==> config.mk <==
export PLATFORM = sky130hd
export DESIGN_NAME = smbIndexTarget
export DESIGN_NICKNAME = d
export VERILOG_FILES = /design/src/rtl/smbPkg.sv /design/src/rtl/smbCtrl.sv /design/src/rtl/smbRegs.sv /design/src/rtl/smbIndexTarget.sv
export SDC_FILE = /design/constraint.sdc
export NUM_CORES = 1
export LEC_CHECK = 0
export CORE_MARGIN = 1
export CORE_UTILIZATION = 50
export CTS_BUF_LIST = sky130_fd_sc_hd__clkbuf_16
export CTS_CLUSTER_DIAMETER = 40
export DETAILED_ROUTE_END_ITERATION = 8
export GPL_ROUTABILITY_DRIVEN = 0
export HOLD_SLACK_MARGIN = 0.08
export PLACE_DENSITY = 0.76
export SLEW_MARGIN = 10
export SYNTH_ARGS = -nofsm -noshare
export SYNTH_HDL_FRONTEND = slang
export SYNTH_SLANG_ARGS = --single-unit
export TNS_END_PERCENT = 20
==> constraint.sdc <==
create_clock -name clk -period 2.28 [get_ports clk]
set_input_delay 0.456 -clock clk [delete_from_list [all_inputs] [get_ports clk]]
set_output_delay 0.456 -clock clk [all_outputs]
set_load 0.02 [all_outputs]
==> src/rtl/smbPkg.sv <==
package smbPkg;
  typedef enum logic [2:0] {
    stIdle, stAddr, stIndex, stCount, stWrData, stRdData, stIgnore
  } busState_t;

  typedef struct packed {
    logic       setIndex;
    logic       setCount;
    logic       putByte;
    logic       advance;
    logic [7:0] data;
  } dpStrobe_t;
endpackage

==> src/rtl/smbCtrl.sv <==
module smbCtrl
  import smbPkg::*;
#(
  parameter logic [6:0] ADDR7 = 7'h69
) (
  input  logic      clk,
  input  logic      rstN,
  input  logic      sclIn,
  input  logic      sdaIn,
  input  logic [7:0] rdData,
  input  logic [7:0] blkCount,
  output dpStrobe_t strobe,
  output logic      sdaOe
);
  logic [1:0] sclSync, sdaSync;
  logic       sclD, sdaD;
  logic       sclS, sdaS;
  logic       sclRise, sclFall, startSeen, stopSeen;

  assign sclS = sclSync[1];
  assign sdaS = sdaSync[1];
  assign sclRise   = sclS & ~sclD;
  assign sclFall   = ~sclS & sclD;
  assign startSeen = sclS & sclD & sdaD & ~sdaS;
  assign stopSeen  = sclS & sclD & ~sdaD & sdaS;

  always_ff @(posedge clk or negedge rstN) begin
    if (!rstN) begin
      sclSync <= 2'b11;
      sdaSync <= 2'b11;
      sclD    <= 1'b1;
      sdaD    <= 1'b1;
    end else begin
      sclSync <= {sclSync[0], sclIn};
      sdaSync <= {sdaSync[0], sdaIn};
      sclD    <= sclS;
      sdaD    <= sdaS;
    end
  end

  busState_t  state;
  logic [3:0] bitCnt;
  logic [7:0] shifter, txByte;
  logic       ackSlot, hostSlot, hostNack, isRx;
  logic [2:0] bitPos;

  assign isRx   = (state == stAddr) || (state == stIndex) ||
                  (state == stCount) || (state == stWrData);
  assign bitPos = 3'd7 - bitCnt[2:0];

  always_ff @(posedge clk or negedge rstN) begin
    if (!rstN) begin
      state    <= stIdle;
      bitCnt   <= '0;
      shifter  <= '0;
      txByte   <= '0;
      ackSlot  <= 1'b0;
      hostSlot <= 1'b0;
      hostNack <= 1'b0;
      sdaOe    <= 1'b0;
      strobe   <= '0;
    end else begin
      strobe <= '0;
      if (startSeen || stopSeen) begin
        state    <= startSeen ? stAddr : stIdle;
        bitCnt   <= '0;
        ackSlot  <= 1'b0;
        hostSlot <= 1'b0;
        sdaOe    <= 1'b0;
      end else if (sclRise) begin
        if (state == stRdData) begin
          if (hostSlot) hostNack <= sdaS;
          else if (!ackSlot) bitCnt <= bitCnt + 4'd1;
        end else if (isRx && !ackSlot) begin
          shifter <= {shifter[6:0], sdaS};
          bitCnt  <= bitCnt + 4'd1;
        end
      end else if (sclFall) begin
        if (ackSlot) begin
          ackSlot <= 1'b0;
          bitCnt  <= '0;
          if (state == stRdData) begin
            txByte <= blkCount;
            sdaOe  <= ~blkCount[7];
          end else begin
            sdaOe <= 1'b0;
          end
        end else if (hostSlot) begin
          hostSlot <= 1'b0;
          bitCnt   <= '0;
          if (hostNack) begin
            state <= stIgnore;
            sdaOe <= 1'b0;
          end else begin
            txByte         <= rdData;
            sdaOe          <= ~rdData[7];
            strobe.advance <= 1'b1;
          end
        end else if (state == stRdData) begin
          if (bitCnt == 4'd8) begin
            sdaOe    <= 1'b0;
            hostSlot <= 1'b1;
          end else if (bitCnt != 4'd0) begin
            sdaOe <= ~txByte[bitPos];
          end
        end else if (isRx && bitCnt == 4'd8) begin
          ackSlot     <= 1'b1;
          sdaOe       <= 1'b1;
          strobe.data <= shifter;
          case (state)
            stAddr:
              if (shifter[7:1] == ADDR7) begin
                state <= shifter[0] ? stRdData : stIndex;
              end else begin
                state   <= stIgnore;
                ackSlot <= 1'b0;
                sdaOe   <= 1'b0;
              end
            stIndex: begin
              strobe.setIndex <= 1'b1;
              state           <= stCount;
            end
            stCount: begin
              strobe.setCount <= 1'b1;
              state           <= stWrData;
            end
            default: strobe.putByte <= 1'b1;
          endcase
        end
      end
    end
  end
endmodule

==> src/rtl/smbRegs.sv <==
module smbRegs
  import smbPkg::*;
#(
  parameter int               NREG      = 8,
  parameter logic [NREG*8-1:0] RESET_VAL = 64'h0000_0000_00FF_FEFF,
  parameter logic [NREG*8-1:0] RW_MASK   = 64'h00F8_FFFF_FFFF_FFFF
) (
  input  logic              clk,
  input  logic              rstN,
  input  dpStrobe_t         strobe,
  input  logic [NREG*8-1:0] roView,
  output logic [7:0]        rdData,
  output logic [7:0]        blkCount,
  output logic [NREG*8-1:0] ctlOut
);
  localparam int IW = (NREG > 1) ? $clog2(NREG) : 1;

  logic [7:0] idx, remain;
  logic [7:0] stored  [NREG];
  logic [7:0] viewArr [NREG];
  logic       commit;

  assign commit = strobe.putByte && (remain != 8'd0);

  always_ff @(posedge clk or negedge rstN) begin
    if (!rstN) begin
      idx      <= '0;
      remain   <= '0;
      blkCount <= 8'(NREG);
    end else begin
      if (strobe.setIndex) idx <= strobe.data;
      if (strobe.setCount) begin
        blkCount <= strobe.data;
        remain   <= strobe.data;
      end
      if (commit) remain <= remain - 8'd1;
      if ((commit || strobe.advance) && idx != 8'hFF) idx <= idx + 8'd1;
    end
  end

  for (genvar g = 0; g < NREG; g++) begin : gByte
    always_ff @(posedge clk or negedge rstN) begin
      if (!rstN) stored[g] <= RESET_VAL[g*8 +: 8];
      else if (commit && idx == 8'(g)) stored[g] <= strobe.data;
    end
    assign viewArr[g] = (stored[g] & RW_MASK[g*8 +: 8]) |
                        (roView[g*8 +: 8] & ~RW_MASK[g*8 +: 8]);
    assign ctlOut[g*8 +: 8] = viewArr[g];
  end

  assign rdData = (idx < 8'(NREG)) ? viewArr[idx[IW-1:0]] : 8'h00;
endmodule

==> src/rtl/smbIndexTarget.sv <==
module smbIndexTarget
  import smbPkg::*;
#(
  parameter int               NREG      = 8,
  parameter logic [6:0]        ADDR7     = 7'h69,
  parameter logic [NREG*8-1:0] RESET_VAL = 64'h0000_0000_00FF_FEFF,
  parameter logic [NREG*8-1:0] RW_MASK   = 64'h00F8_FFFF_FFFF_FFFF
) (
  input  logic              clk,
  input  logic              rstN,
  input  logic              sclIn,
  input  logic              sdaIn,
  output logic              sdaOe,
  input  logic [2:0]        fsSel,
  input  logic [7:0]        devId,
  output logic [NREG*8-1:0] ctlOut
);
  dpStrobe_t         strobe;
  logic [7:0]        rdData, blkCount;
  logic [NREG*8-1:0] roView;

  always_comb begin
    roView = '0;
    roView[6*8 +: 3] = fsSel;
    roView[7*8 +: 8] = devId;
  end

  smbCtrl #(.ADDR7(ADDR7)) uCtrl (
    .clk(clk), .rstN(rstN), .sclIn(sclIn), .sdaIn(sdaIn),
    .rdData(rdData), .blkCount(blkCount), .strobe(strobe), .sdaOe(sdaOe)
  );

  smbRegs #(.NREG(NREG), .RESET_VAL(RESET_VAL), .RW_MASK(RW_MASK)) uRegs (
    .clk(clk), .rstN(rstN), .strobe(strobe), .roView(roView),
    .rdData(rdData), .blkCount(blkCount), .ctlOut(ctlOut)
  );
endmodule

# ---- Word-level counts from Yosys, hierarchy flattened
# Index checks and enable logic that the tools add are counted.
# W data, S select, Z words.
dict set report totals {
  latchBits 0
  regBits 125
  mem_count 0
  input_bits 15
  out_inout_bits 65
  rom_bits 0
  ram_bits 0
}
dict set report op_classes {
  addsub 4
  n_bitwise 19
  eq_ne 24
  reduce_logical 38
  n_mul 0
  n_lt_le_gt_ge 3
  n_mux 77
  shift 0
  div 0
}
# op count
set op_table {}
lappend op_table {{$mux W8} 14}
lappend op_table {{$mux W12} 4}
lappend op_table {{$mux W3} 13}
lappend op_table {{$mux W4} 9}
lappend op_table {{$mux W1} 34}
lappend op_table {{$bmux W8 S3} 1}
lappend op_table {{$eq A8 B3 Y1 const B} 3}
lappend op_table {{$eq A8 B2 Y1 const B} 2}
lappend op_table {{$ne A4 B4 Y1 const B} 3}
lappend op_table {{$reduce_and A4 Y1} 3}
lappend op_table {{$logic_and A1 B1 Y1} 11}
lappend op_table {{$not A1 Y1} 10}
lappend op_table {{$reduce_bool A5 Y1} 2}
lappend op_table {{$pmux W3 S3} 1}
lappend op_table {{$add A8 B1 Y8 const B} 1}
lappend op_table {{$eq A8 B1 Y1 const B} 1}
lappend op_table {{$logic_not A8 Y1} 1}
lappend op_table {{$lt A8 B4 Y1 const B} 1}
lappend op_table {{$ne A8 B8 Y1 const B} 1}
lappend op_table {{$or A8 B3 Y8} 1}
lappend op_table {{$reduce_bool A2 Y1} 4}
lappend op_table {{$reduce_bool A4 Y1} 2}
lappend op_table {{$reduce_bool A8 Y1} 1}
lappend op_table {{$sub A8 B1 Y8 const B} 1}
lappend op_table {{26 further kinds} 41}

# ---- Depth between registers and ports, before layout
dict set report depth {
  word_depth 12
  depth_mapped 8
  mapped_depth_nobuf 7
}

# ---- By module
# A second synthesis with hierarchy kept.
dict set report hier_totals {
  hier_cells 547
  hier_area_um2 6439.9
}
# mod instances seq_area_each_um2 cells_per_inst area_per_inst_um2
set by_module_without_submodules {}
lappend by_module_without_submodules {smbRegs 1 1956.9 333 4170.2}
lappend by_module_without_submodules {smbCtrl 1 1133.6 213 2265.9}
lappend by_module_without_submodules {smbIndexTarget 1 0.0 1 3.8}

# ---- Least setup slack after synthesis
# Ideal clock, no wire load.
dict set report synth_timing {
  path_type {register -> register}
  startpoint {register uRegs.remain[2]}
  endpoint {register uRegs.idx[2]}
  setup_slack_ns 0.088
  required_time_ns 2.157
  t_arrival_ns 2.069
  path_stages_with_launch 6
  setup_ns 0.123
  path_cell_list {dfrtp_1 > or4_4 > o31a_1 > o21ai_2 > mux2_2 > o221a_2}
}
dict set report synth_via {
  elab_chain_cells 5
}
# element line
set synth_rtl {}
lappend synth_rtl {{start, declared} smbRegs.sv:18} ;# logic [7:0] idx, remain;
lappend synth_rtl {{start signal, assigned} smbRegs.sv:34} ;# remain <= strobe.data;
lappend synth_rtl {{start signal, assigned} smbRegs.sv:36} ;# if (commit) remain <= remain - 8'd1;
lappend synth_rtl {{$reduce_bool A8 Y1 *} smbRegs.sv:23} ;# assign commit = strobe.putByte && (remain != 8'd0);
lappend synth_rtl {{$logic_and A1 B1 Y1 *} smbRegs.sv:23}
lappend synth_rtl {{$logic_or A1 B1 Y1 *} smbRegs.sv:37} ;# if ((commit || strobe.advance) && idx != 8'hFF) idx <= idx + 8'd1;
lappend synth_rtl {{$logic_and A1 B1 Y1 *} smbRegs.sv:37}
lappend synth_rtl {{$mux W8 / $reduce_bool A2 Y1 (equally long branches)} -}
lappend synth_rtl {{end signal, assigned} smbRegs.sv:31} ;# if (strobe.setIndex) idx <= strobe.data;
lappend synth_rtl {{end signal, assigned} smbRegs.sv:37}
lappend synth_rtl {{end, declared} smbRegs.sv:18}
# Every way passes the cells marked *; elsewhere a longest branch is shown, timed or not.
# A chain may end at the register's enable or synchronous reset.

# ---- Worst setup path in the final report
dict set report layout_timing {
  startpoint {register uRegs.idx[6]}
  endpoint {register uRegs.stored, in the netlist uRegs.ctlOut[25]}
}
dict set report layout_via {
  elab_chain_cells 2
}
# element line
set layout_rtl {}
lappend layout_rtl {{$eq A8 B2 Y1} smbRegs.sv:44} ;# else if (commit && idx == 8'(g)) stored[g] <= strobe.data;
lappend layout_rtl {{$logic_and A1 B1 Y1} smbRegs.sv:44}
lappend layout_rtl {{end signal, assigned by index} smbRegs.sv:43} ;# if (!rstN) stored[g] <= RESET_VAL[g*8 +: 8];
lappend layout_rtl {{end signal, assigned by index} smbRegs.sv:44}
lappend layout_rtl {{end, declared} smbRegs.sv:19} ;# logic [7:0] stored [NREG];
# No other way between the ends.

==> metrics.md <==
| Metric | Value |
|---|---|
| DRT Wirelength | roughly 15000 um |
| DRT iter0 DRCs | approximately 400 |
| Num CTS Buffers | 17 |
| Final net count | approximately 620 |
| CTS tree | done |
| Ant diodes | 0 |
| Data required, critical path | 2590 ps |
| Flops & latches, synth | around 120 |
| Row count | 40 |
| Max-Cap Viols | 0 |
| Routed vias | around 4400 |
| Tmin final | ~2200 ps |
| Port bufs | between 70 and 80 |
| Crit-path max FO | 8 |
| CP startpoint kind | flop |
| Critical path type | reg2reg |
| CTS clk-pin slew, worst paths | roughly 60 ps |
| Worst Slack Setup Final | ~79 ps |
| Core ar. | between 0.01 and 0.015 mm2 |
| P&R area growth vs syn | 26.3% |
| Period Utilization, post-route | 0.965 |
| Sequential power share | 0.437 |
| Global-route wire length before repair | approximately 25000 um |
| RSZ-0062 raised after global routing | false |
| # setup viols final | 0 |
| Post-DP HPWL | roughly 10000 um |
| Combinational group share of total power | 0.077 |
| FMAX | roughly 0.45 GHz |
| Fin Clk Skew | 15.7 ps |
| Antenna violations before repair | 0 |
| Synthesized Nets | about 540 |
| Antenna-violating nets left | 0 |
| Via density | approximately 5.8 |
| Pre-antenna DRT Iters | 5 |
| Vias in the first global route | 4563 |
| Leak | ~3.4 nW |
| CTS root buf | clkbuf_16 |
| Avg Inst Size Synth | 12.0 um2 |
| Setup crit end kind | flop |
| Post-Syn Area | between 0.006 and 0.007 mm2 |
| Register area share after synthesis | 0.501 |
| Count of final max-slew check failures | 0 |
| Pre-CTS setup slack | -24.2 ps |
| Die W | 113 um |
| Peak VDD IR | approximately 0.00046 V |
| Largest net degree at the start of global routing | 54 |
| Total power | 0.00546 W |
| Relative slew slack | 0.642 |
| Async set-reset flop share out of synthesis | 1.00 |
| Top FF cell, synth | dfrtp_1 |
| Status | finished, final reports clean |
| Psw | roughly 0.0013 W |
| Die span in y | approximately 110 um |
| Power per cell area | around 700 mW/mm2 |
| Starting Density | 0.513 |
| Clk_lat worst skew | around 420 ps |
| Fin Setup TNS | 0 ps |
| Share of layout cells above drive strength 1 | 0.313 |
| Syn. warnings | 0 |
| # DRC | 0 |
| Clk sinks | roughly 120 |
| H-tree Lvls | 4 |
| CP arrival | about 2500 ps |
| Clock tree buffer depth | 2 |
| Wire per inst | between 15 and 20 um |
| Final cell count without fillers | 760 |
| Worst hold path type | reg2reg |
| Internal | around 0.0042 W |
| Final hold violation count | 0 |
| # placed instances | between 700 and 800 |
| Synth Instances | 512 |
| Post-synth cell types | 61 |
| Clock power share | 0.486 |
| Die area | between 0.01 and 0.015 mm2 |
| EDFF count, synth | 0 |
| Global route overflow | 0 |
| Total track usage | 0.256 |
| Fraction of power spent switching nets | 0.237 |
| Slew of the pin with the lowest slew margin | 531 ps |
| Ports | 80 |
| Fillers | between 800 and 900 |
## final timing paths
path | from | to | slack, ps | depth (start not counted)
worst max-delay path | uRegs.idx[6] | uRegs.ctlOut[25] | 80 | 5
worst min register to register | uCtrl.sclSync[0] | uCtrl.sclSync[1] | 350 | 0
worst min-delay path | uCtrl.sclSync[0] | uCtrl.sclSync[1] | 350 | 0
worst max register to register | uRegs.idx[6] | uRegs.ctlOut[25] | 80 | 5
max in group asynchronous | rstN | uRegs.ctlOut[13] | 1070 | 3
min in group asynchronous | rstN | uCtrl.txByte[7] | 540 | 2
## logic make-up (layout without fill, tap and decap cells)
group	after synthesis	after routing	synth area share
adders and majority gates	8	8	0.0162
buffers and inverters	61	162	0.0514
muxes	104	104	0.225
DFF	122	122	0.501
and+or+nand+nor	129	129	0.110
AOI/OAI and AO/OA	88	88	0.0956
## worst max-delay path: stages, from the launching register on
cell and delay (ps):
dfrtp_1 400, or4_1 570, nor3_1 330, buf_4 180
nand3_2 240, mux2_2 360
## power groups by stage
stage	Sequential, W	Combinational, W	Clock [W]
after detailed placement	0.00242	0.000418	0
after floorplan	0.00236	0.000316	0
after CTS	0.00238	0.000423	0.00268
after global routing	0.00240	0.000469	0.00278
after global placement	0.00241	0.000405	0
final	0.00238	0.000420	0.00265
## area by class of cell
class	count	area (um2)	share of cell area
inverters	18	67.6	0.00868
multi-input cells	329	2770	0.356
clock inverters	15	159	0.0204
clock buffers	17	425	0.0547
flip-flops and latches	122	3090	0.397
repair buffers	112	1090	0.140
well taps	147	184	0.0236
## layout by cell type (no fill, tap or decap), drive strengths merged, types with 3 or more instances in the layout
cell type | synthesis | routed
a21oi | 23 | 23
a31oi | 3 | 3
and2 | 10 | 10
and3 | 9 | 9
buf | 33 | 33
bufinv | 0 | 3
clkbuf | 10 | 17
clkdlybuf4s50 | 0 | 78
clkinv | 0 | 7
clkinvlp | 0 | 4
dfrtp | 92 | 92
dfstp | 30 | 30
ha | 8 | 8
inv | 18 | 19
mux2 | 71 | 71
mux2i | 16 | 16
mux4 | 17 | 17
nand2 | 30 | 30
nand2b | 8 | 8
nand3 | 8 | 8
nor2 | 27 | 27
nor2b | 3 | 3
nor3 | 7 | 7
nor4 | 3 | 3
o211a | 4 | 4
o21a | 4 | 4
o21ai | 26 | 26
o221a | 5 | 5
o31ai | 4 | 4
or3 | 10 | 10
or4 | 3 | 3
## timing repair
item                                    CTS  global route
hold endpoints to repair                 29             0
cloned                                    0             0
buffers inserted                          0             0
pin swaps                                 0             1
resized for setup                         1             3
hold buffers                              1             0
endpoints found under the setup margin    2            18
## state kept, by name, indices dropped and copies added, names as in the netlist, 2 cells and up
| name | count |
|---|---|
| uCtrl.sclSync | 2 |
| uCtrl.shifter | 8 |
| uCtrl.sdaSync | 2 |
| uRegs.stored | 5 |
| uRegs.remain | 8 |
| uRegs.ctlOut | 48 |
| uCtrl.strobe | 12 |
| uRegs.blkCount | 8 |
| uCtrl.txByte | 8 |
| uCtrl.state | 3 |
| uRegs.idx | 8 |
| uCtrl.bitCnt | 4 |
## stage by stage
stage | utilization | hold WS (ps) | area [um2]
after floorplan | - | 160 | 6160
after global placement | 0.598 | 346 | 7180
after detailed placement | 0.598 | 347 | 7180
after CTS | 0.647 | 355 | 7770
after global routing | 0.648 | 358 | 7780
final | 0.648 | 354 | 7780
## cells in the mapped netlist, types with 11 or more instances
| cell | number | area, um2 |
|---|---|---|
| a21oi_1 | 23 | 115 |
| buf_4 | 11 | 82.6 |
| dfrtp_1 | 92 | 2300 |
| dfstp_2 | 30 | 788 |
| inv_1 | 18 | 67.6 |
| mux2_2 | 59 | 664 |
| mux2_4 | 12 | 180 |
| mux2i_1 | 16 | 160 |
| mux4_2 | 17 | 383 |
| nand2_1 | 29 | 109 |
| nor2_1 | 27 | 101 |
| o21ai_0 | 24 | 120 |
## metal layers
metal | vias to the layer above | global-route usage | share of wire
met5 | - | 0 | 0
met4 | 0 | 0.108 | 0.022
met3 | 22 | 0.0477 | 0.050
met2 | 129 | 0.416 | 0.49
met1 | 2272 | 0.340 | 0.43
li1 | 2018 | - | -
No activity file was read; power rests on OpenSTA's default activity.
